$ cat src/rtl/ctrgate_pkg.sv
package ctrgate_pkg;

    localparam int NSLOT  = 32;
    localparam int SLOT_W = $clog2(NSLOT);
    localparam int SEL_W  = SLOT_W + 1;

    localparam int SLOT_CYCLE   = 0;
    localparam int SLOT_TIME    = 1;
    localparam int SLOT_INSTRET = 2;

    typedef logic [NSLOT-1:0] en_mask_t;

    typedef enum logic [1:0] {
        PRIV_U   = 2'd0,
        PRIV_S   = 2'd1,
        PRIV_RSV = 2'd2,
        PRIV_M   = 2'd3
    } priv_e;

    typedef struct packed {
        priv_e    lvl;
        en_mask_t m_en;
        en_mask_t s_en;
    } gate_t;

    localparam en_mask_t EN_RESET = en_mask_t'(7);

    localparam logic [SEL_W-1:0] SEL_MEN  = SEL_W'(NSLOT);
    localparam logic [SEL_W-1:0] SEL_SEN  = SEL_W'(NSLOT + 1);
    localparam logic [SEL_W-1:0] SEL_PRIV = SEL_W'(NSLOT + 2);

    // Machine reads everything; supervisor is limited by the machine-granted
    // mask; user is limited by the supervisor-granted mask.
    function automatic logic gate_pass(gate_t g, logic [SLOT_W-1:0] s);
        logic ok;
        case (g.lvl)
            PRIV_M:  ok = 1'b1;
            PRIV_S:  ok = g.m_en[s];
            PRIV_U:  ok = g.s_en[s];
            default: ok = 1'b0;
        endcase
        return ok;
    endfunction

endpackage

$ cat src/rtl/ctrgate_counters.sv
module ctrgate_counters #(
    parameter int CTR_W = 64
) (
    input  logic             clk,
    input  logic             rst,
    input  logic             retire_i,
    output logic [CTR_W-1:0] cycle_o,
    output logic [CTR_W-1:0] instret_o
);

    logic [CTR_W-1:0] cycle_q;
    logic [CTR_W-1:0] instret_q;

    always_ff @(posedge clk) begin
        if (rst) begin
            cycle_q <= '0;
        end else begin
            cycle_q <= cycle_q + CTR_W'(1);
        end
    end

    always_ff @(posedge clk) begin
        if (rst) begin
            instret_q <= '0;
        end else if (retire_i) begin
            instret_q <= instret_q + CTR_W'(1);
        end
    end

    assign cycle_o   = cycle_q;
    assign instret_o = instret_q;

endmodule

$ cat src/rtl/ctrgate_state.sv
module ctrgate_state
    import ctrgate_pkg::*;
(
    input  logic             clk,
    input  logic             rst,
    input  logic             wr_en_i,
    input  logic [SEL_W-1:0] wr_sel_i,
    input  en_mask_t         wr_data_i,
    output gate_t            gate_o
);

    gate_t gate_q;

    always_ff @(posedge clk) begin
        if (rst) begin
            gate_q.lvl  <= PRIV_M;
            gate_q.m_en <= EN_RESET;
            gate_q.s_en <= EN_RESET;
        end else if (wr_en_i) begin
            case (wr_sel_i)
                SEL_MEN:  gate_q.m_en <= wr_data_i;
                SEL_SEN:  gate_q.s_en <= wr_data_i;
                SEL_PRIV: gate_q.lvl  <= priv_e'(wr_data_i[1:0]);
                default:  ; // counter slots and unused codes are dropped
            endcase
        end
    end

    assign gate_o = gate_q;

endmodule

$ cat src/rtl/ctrgate_perm.sv
module ctrgate_perm
    import ctrgate_pkg::*;
(
    input  gate_t            gate_i,
    input  logic [SEL_W-1:0] idx_i,
    output logic             allow_o,
    output logic             illegal_o
);

    logic [SLOT_W-1:0] slot;

    assign slot      = idx_i[SLOT_W-1:0];
    assign illegal_o = (idx_i >= SEL_W'(NSLOT));
    assign allow_o   = !illegal_o && gate_pass(gate_i, slot);

endmodule

$ cat src/rtl/ctr_csr_gate.sv
module ctr_csr_gate
    import ctrgate_pkg::*;
#(
    parameter int CTR_W = 64
) (
    input  logic             clk,
    input  logic             rst,
    input  logic             retire_i,
    input  logic [CTR_W-1:0] time_i,
    input  logic             wr_en_i,
    input  logic [SEL_W-1:0] wr_sel_i,
    input  logic [NSLOT-1:0] wr_data_i,
    input  logic [SEL_W-1:0] rd_idx_i,
    output logic [CTR_W-1:0] rd_data_o,
    output logic             rd_illegal_o
);

    logic [CTR_W-1:0] cycle_w;
    logic [CTR_W-1:0] instret_w;
    gate_t            gate_w;
    logic             allow_w;
    logic [CTR_W-1:0] slot_val [NSLOT];
    logic [1:0]       lvl_w;
    en_mask_t         m_en_w;
    en_mask_t         s_en_w;

    ctrgate_counters #(.CTR_W(CTR_W)) u_cnt (
        .clk       (clk),
        .rst       (rst),
        .retire_i  (retire_i),
        .cycle_o   (cycle_w),
        .instret_o (instret_w)
    );

    ctrgate_state u_state (
        .clk       (clk),
        .rst       (rst),
        .wr_en_i   (wr_en_i),
        .wr_sel_i  (wr_sel_i),
        .wr_data_i (wr_data_i),
        .gate_o    (gate_w)
    );

    ctrgate_perm u_perm (
        .gate_i    (gate_w),
        .idx_i     (rd_idx_i),
        .allow_o   (allow_w),
        .illegal_o (rd_illegal_o)
    );

    for (genvar g = 0; g < NSLOT; g++) begin : g_slot
        if (g == SLOT_TIME) begin : g_time
            assign slot_val[g] = time_i;
        end else if (g == SLOT_INSTRET) begin : g_inst
            assign slot_val[g] = instret_w;
        end else begin : g_cyc
            assign slot_val[g] = cycle_w;
        end
    end

    assign rd_data_o = allow_w ? slot_val[rd_idx_i[SLOT_W-1:0]] : '0;

    assign lvl_w  = gate_w.lvl;
    assign m_en_w = gate_w.m_en;
    assign s_en_w = gate_w.s_en;

endmodule

$ cat config.mk
export PLATFORM = sky130hd
export DESIGN_NAME = ctr_csr_gate
export DESIGN_NICKNAME = d
export VERILOG_FILES = /design/src/rtl/ctrgate_pkg.sv /design/src/rtl/ctrgate_counters.sv /design/src/rtl/ctrgate_state.sv /design/src/rtl/ctrgate_perm.sv /design/src/rtl/ctr_csr_gate.sv
export SDC_FILE = /design/constraint.sdc
export NUM_CORES = 1
export LEC_CHECK = 0
export BUFFER_PORTS_ARGS = -buffer_cell sky130_fd_sc_hd__buf_2
export CAP_MARGIN = 20
export CORE_AREA = 10 10 227 229
export DETAILED_ROUTE_END_ITERATION = 8
export DIE_AREA = 0 0 237 239
export PLACE_DENSITY_LB_ADDON = 0.3
export RECOVER_POWER = 100
export SYNTH_ARGS = -nofsm -noshare
export SYNTH_HDL_FRONTEND = slang
export SYNTH_SLANG_ARGS = --single-unit
$ cat constraint.sdc
create_clock -name clk -period 6.2 [get_ports clk]
set_input_delay 0.93 -clock clk [delete_from_list [all_inputs] [get_ports clk]]
set_output_delay 0.93 -clock clk [all_outputs]
set_load 0.1 [all_outputs]
==> qor.txt <==
Leakage: 4.36 nW
DRC: 4
Worst Clk Skew: 0.0101 ns
initial DRC count: 1030
status: finished with violations
CP max FO: 36
largest net degree at the start of global routing: 124
first-pass GRT wire length: 65.3 mm
Yosys warning total: 0
Relative slew margins: -114%
GR met3 Demand/Resource: 3.70%
total negative slack: 0 ns
drt pass-1 iters: 9
power after layout: 2.65 mW
sequential-to-total area share from yosys stat: 33.3%
WS Path Type: input port to primary output
CTS Buffer Depth: 2
Fillers: 5147
Final #Nets: 1705
ys flop type: dfxtp_1
cts repair resizes: 0
Worst EP required: 5.27 ns
syn_area_per_cell: 7.76 µm²
worst hold path class: flop to flop
average vias per placed instance: 5.36
Tightest Pin Transition: 3.21 ns
Top Ports: 177
Post-CTS Setup Repair Bufs: 0
#FFs+latches synth: 194
initial antenna violation count: 3
RSZ-0062 raised after global routing: false
layout cells sized above 1: 15.1%
CP endpoint kind: primary output
# Max-Cap Violations: 3
diodes inserted: 0
Data arrival, critical path: 4.52 ns
Synth cell types: 67
gr ovfl total: 0
setup violators final: 0
worst skew pair latency: 0.47 ns
global routing's busiest layer: met2
core area: 47100 µm²
Mapped Cells: 1503
Clock Sinks: 194
Final Hold Fails: 0
Post-synth EDFFs: 0
Synth Cell Area: 11700 µm²
Worst Setup Start Kind: input port
die area: 56600 µm²
fraction of registers with async set/reset: 0%
vias in the first global route: 11220
routability cong.: 0.835
vias: 11896
total track usage: 14.3%
Power Density: 197 nW/µm²
fin. max-slew vios: 105
FF+latch area: 3880 µm²
CTS tree: built
DP HPWL: 30.7 mm
Layout area overhead: 15.3%
met2 Track Usage GR: 22.3%
Initial Util: 24.7%
Hold Buf Count CTS: 0
Die X: 237 µm
DR WL/cell: 19.0 µm
Routed WL: 42.2 mm
crit share post-route: 88.0%
PortBufs: 176
fmax: 183 MHz
die height: 239 µm
fin crit period: 5.45 ns
failing checks: DRC, capacitance limit, slew limit
row count: 80
Syn Nets: 1617
clk slew on worst S/H paths: 0.07 ns
area of the multi-input gates: 6900 µm²
worst vdd ir: 0.000169 V
Root Buffer: clkbuf_16
met1 Resource Use GR: 19.1%
remaining antenna violation count: 0
TritonCTS Buffers: 17
htree depth: 4
[layer usage]
layer / up-vias / share of wire (%)
met1: 5709 / 46
met3: 40 / 7.5
met2: 431 / 45
li1: 5710 / -
met4: 6 / 1.6
met5: - / 0.054
[registers in the layout, summed over array words and instances (netlist names)]
register,count
u_cnt.instret_o,64
u_cnt.cycle_o,64
u_state.gate_o,66
[cell type report]
cell class | instances | area share [%]
Timing Repair Buffer | 192 | 7.34
Tap cell | 615 | 5.72
Sequential cell | 194 | 28.9
Clock inverter | 14 | 1.04
Multi-Input combinational cell | 1095 | 51.3
Clock buffer | 17 | 3.16
Inverter | 91 | 2.54
[cell usage in the layout (no fill, tap or decap), types with 38 or more instances in the layout]
cell	synthesis	final
nor3_1	59	59
nor2_1	69	70
o21ai_0	40	40
a21oi_1	165	165
buf_2	29	124
inv_1	87	87
or4_1	45	45
dfxtp_1	194	194
nand3_1	47	47
o31ai_1	52	52
nand2_1	184	184
a222oi_1	38	38
xnor2_1	51	51
a21o_1	38	38
nand4_1	45	47
[path summary, 6_finish.rpt]
| path | from | endpoint | slack [ns] | cells past startpoint |
|---|---|---|---|---|
| max | rd_idx_i[0] | rd_data_o[36] | 0.75 | 8 |
| min | u_state.gate_o[38]$_SDFFE_PP0P_ | u_state.gate_o[38]$_SDFFE_PP0P_ | 0.45 | 2 |
| max reg2reg | u_cnt.instret_o[0]$_SDFFE_PP0P_ | u_cnt.instret_o[50]$_SDFFE_PP0P_ | 2.84 | 6 |
| min reg2reg | u_state.gate_o[38]$_SDFFE_PP0P_ | u_state.gate_o[38]$_SDFFE_PP0P_ | 0.45 | 2 |
[worst max-delay path: stages]
cell	delay, ns
buf_4	0.38
mux2_2	0.39
o311ai_0	0.32
o31ai_1	0.14
o21ai_2	1.23
buf_4	0.55
a21oi_1	0.13
clkbuf_2	0.40
[synthesized netlist by cell type, drive strengths merged, types with 8 or more instances]
master	number	area share (%)
a222oi	38	3.3
inv	88	2.8
dfxtp	194	33
clkbuf	83	2.7
nand2	185	6.0
o22ai	12	0.64
nand4	52	3.2
nor2	71	2.4
and4	10	0.75
a21o	38	2.4
and3	13	0.70
or3	24	1.3
nor3	63	2.9
nand2b	24	1.3
a21boi	46	3.3
or4	45	2.9
nand3	48	2.2
o31ai	52	3.3
o21ai	55	2.4
nor4	13	1.1
xnor2	51	3.8
mux4	14	2.7
mux2i	8	0.69
buf	40	1.8
a21oi	165	7.1
o311ai	10	0.75
[cell families after synthesis]
family | synth area share, %
fa+ha+maj | 0.215
flops | 33.3
compound gates | 25.3
xor+xnor | 3.83
simple gates | 26.4
buf+inv | 7.36
mux | 3.58
[where the power goes]
group / internal (mW) / switching (mW) / total [mW]
Combinational: 0.0822 / 0.202 / 0.284
Sequential: 1.25 / 0.00583 / 1.26
Clock: 0.534 / 0.575 / 1.11
[per-stage QoR]
step | worst slack, ns | util (%) | cells | hold slack [ns] | cell area, µm²
6_report | 0.746 | 28.5 | 2218 | 0.455 | 13400
5_1_grt | 0.533 | 28.5 | 2218 | 0.476 | 13400
4_1_cts | 1.25 | 28.7 | 2217 | 0.456 | 13500
3_5_place_dp | 1.25 | 27.5 | 2186 | 0.447 | 13000
3_3_place_gp | 1.29 | 27.5 | 2186 | 0.440 | 13000
2_1_floorplan | 1.51 | - | 1503 | 0.433 | 11700
Note: power is estimated with default switching activity, not from simulation.
